`config.mk`:
```
export PLATFORM = sky130hd
export DESIGN_NAME = sop_unit
export DESIGN_NICKNAME = d
export VERILOG_FILES = /design/src/rtl/sop_pkg.sv /design/src/rtl/sop_decode.sv /design/src/rtl/sop_bank.sv /design/src/rtl/sop_exec.sv /design/src/rtl/sop_unit.sv
export SDC_FILE = /design/constraint.sdc
export NUM_CORES = 2
export LEC_CHECK = 0
export BUFFER_PORTS_ARGS = -buffer_cell sky130_fd_sc_hd__buf_2
export CAP_MARGIN = 0
export CELL_PAD_IN_SITES_DETAIL_PLACEMENT = 0
export CELL_PAD_IN_SITES_GLOBAL_PLACEMENT = 1
export CORE_ASPECT_RATIO = 1.75
export CORE_MARGIN = 1
export CORE_UTILIZATION = 35
export CTS_CLUSTER_SIZE = 24
export DETAILED_ROUTE_END_ITERATION = 8
export GPL_ROUTABILITY_DRIVEN = 0
export PLACE_DENSITY = 0.55
export RECOVER_POWER = 100
export SETUP_SLACK_MARGIN = 0.15
export SLEW_MARGIN = 10
export SYNTH_ARGS = -nofsm -noshare
export SYNTH_HDL_FRONTEND = slang
export SYNTH_HIERARCHICAL = 1
export SYNTH_SLANG_ARGS = --single-unit
```
`constraint.sdc`:
```
create_clock -name clk -period 7.11 [get_ports clk]
set_clock_uncertainty 0.05 [all_clocks]
set_input_delay 1.422 -clock clk [delete_from_list [all_inputs] [get_ports clk]]
set_output_delay 1.422 -clock clk [all_outputs]
set_load 0.005 [all_outputs]
```
`src/rtl/sop_pkg.sv`:
```
package sop_pkg;
  localparam int NSEL_GPR = 96;

  localparam logic [7:0] SEL_VCC    = 8'h60;
  localparam logic [7:0] SEL_SCR_HI = 8'h61;
  localparam logic [7:0] SEL_SCR_LO = 8'h62;
  localparam logic [7:0] SEL_XLO    = 8'h64;
  localparam logic [7:0] SEL_XHI    = 8'h65;
  localparam logic [7:0] SEL_PI     = 8'h78;
  localparam logic [7:0] SEL_LIT0   = 8'h7C;
  localparam logic [7:0] SEL_LIT2   = 8'h7E;

  localparam logic [31:0] PI_S = 32'h3E22F983;
  localparam logic [63:0] PI_D = 64'h3FC45F306DC9C882;

  typedef enum logic [3:0] {
    K_GPR, K_VCC, K_SHI, K_SLO, K_XLO, K_XHI, K_CONST, K_PI, K_LIT, K_BAD
  } sel_kind_e;

  function automatic sel_kind_e classify(input logic [7:0] sel);
    if (sel < 8'(NSEL_GPR)) return K_GPR;
    case (sel)
      SEL_VCC:    return K_VCC;
      SEL_SCR_HI: return K_SHI;
      SEL_SCR_LO: return K_SLO;
      SEL_XLO:    return K_XLO;
      SEL_XHI:    return K_XHI;
      SEL_PI:     return K_PI;
      default: begin
        if (sel[7:3] == 5'b01110) return K_CONST;
        if (sel >= SEL_LIT0 && sel <= SEL_LIT2) return K_LIT;
        return K_BAD;
      end
    endcase
  endfunction

  // magnitudes 0.5,1,2,4 by idx[2:1]; idx[0] is the sign
  function automatic logic [63:0] inline_const(input logic [2:0] idx,
                                               input logic wide);
    logic [7:0]  es;
    logic [10:0] ed;
    es = 8'd126 + 8'(idx[2:1]);
    ed = 11'd1022 + 11'(idx[2:1]);
    if (wide) return {idx[0], ed, 52'd0};
    return {32'd0, idx[0], es, 23'd0};
  endfunction
endpackage

```
`src/rtl/sop_decode.sv`:
```
module sop_decode
  import sop_pkg::*;
#(
  parameter int DEPTH  = 128,
  parameter int PHYS_W = $clog2(DEPTH)
) (
  input  logic [7:0]        sel,
  input  logic [1:0]        nwords,
  input  logic              write,
  input  logic [PHYS_W-1:0] base,
  input  logic [PHYS_W-1:0] rsv,
  output sel_kind_e         kind,
  output logic              is_reg,
  output logic              wide,
  output logic [PHYS_W-1:0] addr,
  output logic              bad
);
  localparam int FW = PHYS_W + 2;

  logic [FW-1:0] b_x, r_x, full, off;
  logic          under, sel_bad, width_bad;

  always_comb begin
    kind      = classify(sel);
    wide      = (nwords == 2'd2);
    width_bad = !(nwords == 2'd1 || nwords == 2'd2);
    b_x       = FW'(base);
    r_x       = FW'(rsv);
    under     = 1'b0;
    sel_bad   = 1'b0;
    is_reg    = 1'b0;
    off       = '0;

    case (kind)
      K_GPR: begin is_reg = 1'b1; off = FW'(sel); end
      K_VCC: begin is_reg = 1'b1; under = r_x < 2; off = r_x - 2; end
      K_SHI: begin is_reg = 1'b1; under = r_x < 3; off = r_x - 3; end
      K_SLO: begin is_reg = 1'b1; under = r_x < 4; off = r_x - 4; sel_bad = wide; end
      K_XHI:   sel_bad = wide;
      K_CONST, K_PI: sel_bad = write;
      K_LIT:   sel_bad = write || wide;
      K_BAD:   sel_bad = 1'b1;
      default: sel_bad = 1'b0;
    endcase

    full = b_x + off;
    addr = full[PHYS_W-1:0];
    bad  = width_bad || sel_bad || under ||
           (is_reg && ((full + FW'(wide)) >= FW'(DEPTH)));
  end
endmodule

```
`src/rtl/sop_bank.sv`:
```
module sop_bank #(
  parameter int ROWS  = 64,
  parameter int DW    = 32,
  parameter int ROW_W = $clog2(ROWS)
) (
  input  logic             clk,
  input  logic             we,
  input  logic [ROW_W-1:0] row,
  input  logic [DW-1:0]    wd,
  output logic [DW-1:0]    q
);
  logic [DW-1:0] mem [ROWS];

  always_ff @(posedge clk) begin
    if (we) mem[row] <= wd;
    q <= mem[row];
  end
endmodule

```
`src/rtl/sop_exec.sv`:
```
module sop_exec #(
  parameter int MW = 64,
  localparam int HW = MW / 2
) (
  input  logic          clk,
  input  logic          rst,
  input  logic          we_lo,
  input  logic          we_hi,
  input  logic [HW-1:0] lo_val,
  input  logic [HW-1:0] hi_val,
  output logic [MW-1:0] mask
);
  always_ff @(posedge clk) begin
    if (rst) begin
      mask <= '1;
    end else begin
      if (we_lo) mask[HW-1:0]  <= lo_val;
      if (we_hi) mask[MW-1:HW] <= hi_val;
    end
  end
endmodule

```
`src/rtl/sop_unit.sv`:
```
module sop_unit
  import sop_pkg::*;
#(
  parameter int DEPTH  = 128,
  parameter int PHYS_W = $clog2(DEPTH)
) (
  input  logic              clk,
  input  logic              rst,
  input  logic              op_valid,
  input  logic              op_write,
  input  logic [1:0]        op_nwords,
  input  logic [7:0]        op_sel,
  input  logic              op_is_load,
  input  logic [31:0]       lit_word,
  input  logic [63:0]       result,
  input  logic [63:0]       load_data,
  input  logic [PHYS_W-1:0] sreg_base,
  input  logic [PHYS_W-1:0] rsv_count,
  output logic              rd_valid,
  output logic [63:0]       rd_data,
  output logic              err,
  output logic [63:0]       exec_mask
);
  localparam int ROWS  = DEPTH / 2;
  localparam int ROW_W = $clog2(ROWS);

  sel_kind_e         kind;
  logic              is_reg, wide, bad, legal;
  logic [PHYS_W-1:0] addr;
  logic [PHYS_W:0]   addr_nx;
  logic [63:0]       src;
  logic [31:0]       bq [2];
  logic              gpr_q, wide_q, lsb_q;
  logic [63:0]       aux_q;

  sop_decode #(.DEPTH(DEPTH), .PHYS_W(PHYS_W)) u_dec (
    .sel(op_sel), .nwords(op_nwords), .write(op_write),
    .base(sreg_base), .rsv(rsv_count),
    .kind(kind), .is_reg(is_reg), .wide(wide), .addr(addr), .bad(bad)
  );

  assign legal   = op_valid && !bad;
  assign src     = op_is_load ? load_data : result;
  assign addr_nx = (PHYS_W+1)'(addr) + 1'b1;

  // even physical words live in bank 0, odd ones in bank 1
  for (genvar j = 0; j < 2; j++) begin : g_bank
    logic             hit0;
    logic [ROW_W-1:0] row;
    logic             we;
    logic [31:0]      wd;

    assign hit0 = (addr[0] == 1'(j));
    assign row  = hit0 ? addr[PHYS_W-1:1] : addr_nx[PHYS_W:1];
    assign we   = legal && op_write && is_reg && (hit0 || wide);
    assign wd   = hit0 ? src[31:0] : src[63:32];

    sop_bank #(.ROWS(ROWS), .DW(32)) u_bank (
      .clk(clk), .we(we), .row(row), .wd(wd), .q(bq[j])
    );
  end

  logic x_lo, x_hi;
  logic [31:0] x_hi_val;
  assign x_lo     = legal && op_write && (kind == K_XLO);
  assign x_hi     = legal && op_write && ((kind == K_XHI) || (kind == K_XLO && wide));
  assign x_hi_val = (kind == K_XHI) ? result[31:0] : result[63:32];

  sop_exec #(.MW(64)) u_exec (
    .clk(clk), .rst(rst), .we_lo(x_lo), .we_hi(x_hi),
    .lo_val(result[31:0]), .hi_val(x_hi_val), .mask(exec_mask)
  );

  always_ff @(posedge clk) begin
    if (rst) begin
      rd_valid <= 1'b0;
      err      <= 1'b0;
      gpr_q    <= 1'b0;
      wide_q   <= 1'b0;
      lsb_q    <= 1'b0;
      aux_q    <= '0;
    end else begin
      rd_valid <= legal && !op_write;
      err      <= op_valid && bad;
      gpr_q    <= is_reg;
      wide_q   <= wide;
      lsb_q    <= addr[0];
      case (kind)
        K_XLO:   aux_q <= wide ? exec_mask : {32'd0, exec_mask[31:0]};
        K_XHI:   aux_q <= {32'd0, exec_mask[63:32]};
        K_CONST: aux_q <= inline_const(op_sel[2:0], wide);
        K_PI:    aux_q <= wide ? PI_D : {32'd0, PI_S};
        K_LIT:   aux_q <= {32'd0, lit_word};
        default: aux_q <= '0;
      endcase
    end
  end

  logic [31:0] w0, w1;
  assign w0      = lsb_q ? bq[1] : bq[0];
  assign w1      = lsb_q ? bq[0] : bq[1];
  assign rd_data = gpr_q ? (wide_q ? {w1, w0} : {32'd0, w0}) : aux_q;
endmodule

```
==> summary.txt <==
Global routing
  • Grt peak-use layer: met2
  • GRT met3 Usage: 0.0356
  • Met1 Use GR: 0.277
  • GR Layer Usage met2: 0.475
  • Total gr overflow: 0
  • Antenna violations before repair: 98
  • Global-route wire length before repair: 878 mm
  • Vias in the first global route: 103000
  • Largest net degree at the start of global routing: 94
  • Gr usage total: 0.264

STA
  • RSZ-0062 raised after global routing: false
  • Worst Tran Pin Value: 4.08 ns
  • Headroom to the max-slew limit: -1.72
  • Fmax: 141 MHz
  • Max-slew violation count: 2391
  • Final period demand of the worst path: 7.11 ns
  • Worst Hold Slack: 0.480 ns
  • Final setup margin: -0.00235 ns
  • Final Cycle Share: 1.00
  • Endpoints failing hold: 0
  • Final setup fails: 1

Layout
  • Nets@finish: 11400
  • Layout cell share with drive strength beyond 1: 0.258
  • Area Growth Syn to Fin: 21.1%
  • Util after Layout: 0.426

CTS
  • H-tree depth: 5
  • Clock Tree Root: clkbuf_16
  • Clock Sinks: 4293
  • Clk_lat worst skew: 0.97 ns
  • Clk slew on worst S/H paths: 0.07 ns
  • Post-CTS setup buffer count: 0
  • CTS tree: yes
  • CTS buffer count: 401
  • Clk buf depth: 4

Run
  • Max Cap Viol: 42

Synthesis
  • Top post-synthesis cells by count: edfxtp_1, mux2i_1, a22oi_1
  • Post-synth top area cell: edfxtp_1
  • Most numerous cell in the Yosys netlist: edfxtp_1
  • Area contributors post-synth: edfxtp_1, mux2i_1, mux4_2
  • Seq cells post-synth: 4293
  • Top cell type's share of synthesized area: 0.731
  • Most used flip-flop cell after synthesis: edfxtp_1
  • Ys Warns: 6
  • Synthesized Nets: 9786
  • Number of synthesized flops with an enable pin: 4096
  • Post-Syn Area: 168000 um^2
  • Syn_area_per_cell: 17.6 um^2
  • Library cells used by synthesis: 92
  • Post-synth ARST share: 0
  • Post-synthesis sequential area ratio: 0.754
  • Post-synthesis cell count: 9580

Die
  • Top Ports: 319
  • Num rows: 336
  • Die ar.: 484000 um^2
  • Core area: 478000 um^2
  • Initial Util: 0.352
  • Die span in x: 526 um
  • Die Y: 919 um

Setup path
  • Critical path's most frequent cell: buf_12
  • Crit. End Element: flop
  • CP Buf/Inv Count: 8
  • Crit Path Class: input port to flop
  • CP peak stage delay: 1.20 ns
  • CP Data Required Time: 7.96 ns
  • R2R setup slack: 3.87 ns
  • Worst EP arrival: 7.96 ns
  • Startpoint types: input port
  • Top Family by Delay on Critical Path: simple AND/OR/NAND/NOR gates
  • Crit Path Max Fanout: 13
  • Slowest-stage cell, CP: nor2_1

Power
  • Leak: 67.8 nW
  • Worst vdd ir: 0.000233 V
  • PD cells: 323 nW/um^2

Detailed routing
  • DR vias: 102000
  • DR pass1 iterations: 8
  • DR iter-0 viols: 10300
  • Post-route antenna net violation count: 1
  • Via density: 5.68
  • Final WL: 655 mm
  • Avg WL per Cell: 36.5 um
  • Drc violations: 0

Status
  • Status: finished, violations left
  • Violated checks: antenna violations, max-capacitance violations, max-slew violations, negative setup slack

Placement
  • HPWL after DPL: 469 mm
  • Pre-CTS setup slack: -0.900 ns
  • PortBufs: 318

Worst hold path
  • Hold Crit Class: flop to flop
-- routing by layer --
layer / wire length, um / share of wire
met5: 144 / 0.00022
met4: 62200 / 0.095
met3: 34100 / 0.052
met2: 339000 / 0.52
met1: 220000 / 0.34
-- state kept, by name, indices dropped and copies added, names as in the netlist --
signal,cells
err,1
rd_valid,1
g_bank.u_bank/mem,4096
aux_q,64
u_exec/mask,64
lsb_q,1
gpr_q,1
g_bank.u_bank/q,64
wide_q,1
-- final cells by class --
type                    instances  area (um^2)
multi-input cells            4533        38600
clock buffers                 502        10700
well taps                    6253         7820
inverters                      51          214
clock inverters               237         2630
fillers                     42600       275000
diodes                        140          350
flip-flops and latches       4293       127000
repair buffers               1923        16600
-- where the power goes --
group          leakage, nW  switching, mW  internal [mW]
Sequential            38.4          0.496           28.6
Combinational         22.9           9.12           5.35
Clock                 6.44           9.80           12.4
Total                 67.8           19.4           46.4
-- metrics by stage --
| stage | power, mW | TNS [ns] | cells | area, um^2 |
|---|---|---|---|---|
| floorplan | 35.5 | -1119.01 | 9580 | 168000 |
| global placement | 44.1 | -1193.68 | 17000 | 193000 |
| detailed placement | 44.2 | -485.67 | 17100 | 193000 |
| CTS | 66.3 | 0 | 17800 | 207000 |
| global route | 67.3 | 0 | 17900 | 204000 |
| finish | 65.8 | -0.00235 | 17900 | 204000 |
-- logic make-up (layout without fill, tap and decap cells) --
group                      after synthesis  after routing  synth area share
DFF                                   4293           4293             0.754
AOI/OAI and AO/OA                     2155           2155            0.0927
and+or+nand+nor                       1182           1182            0.0387
muxes                                 1165           1165            0.0915
buffers and inverters                  754           2713            0.0209
adders and majority gates               17             17           0.00131
xor gates and xnor gates                14             14          0.000729
other                                    0            140                 0
-- worst reg2reg max path, cell delays in order, from the launching register on --
cell,delay (ns)
edfxtp_1,0.37
mux4_2,0.47
mux2i_1,0.62
buf_4,0.22
nor2_1,0.04
or4b_1,0.75
or4_1,0.63
-- path summary, 6_finish.rpt --
check                                         to                                   start  depth (start not counted)
setup reg to reg  g_bank[0].u_bank/q[13]$_DFF_P_  g_bank[0].u_bank/mem[29][13]$_DFFE_PP_                          6
setup / recovery  g_bank[1].u_bank/q[12]$_DFF_P_                               op_sel[1]                         25
hold reg to reg              aux_q[5]$_SDFF_PP0_            u_exec/mask[37]$_SDFFE_PP1P_                          2
hold / removal               aux_q[5]$_SDFF_PP0_            u_exec/mask[37]$_SDFFE_PP1P_                          2
-- cell usage in the layout (no fill, tap or decap), types with 106 or more instances in the layout --
cell type,instances
edfxtp_1,4096
buf_4,936
mux2i_1,583
clkbuf_16,408
a22oi_1,378
clkbuf_1,366
a221oi_1,352
buf_12,324
a21oi_1,317
mux2_2,294
nor2_1,289
mux4_2,254
o22ai_1,217
buf_2,207
o21ai_0,200
dfxtp_1,196
and3_1,170
diode_2,140
o22a_1,140
nand3_1,136
a22o_1,132
clkbuf_2,125
a31oi_1,106
-- repair_timing --
item                                    in CTS  in global routing
endpoints found under the setup margin       1                  5
gates resized for setup                      1                  3
cloned                                       0                  0
hold buffers                                 0                  0
Note: power is estimated with default switching activity, not from simulation.
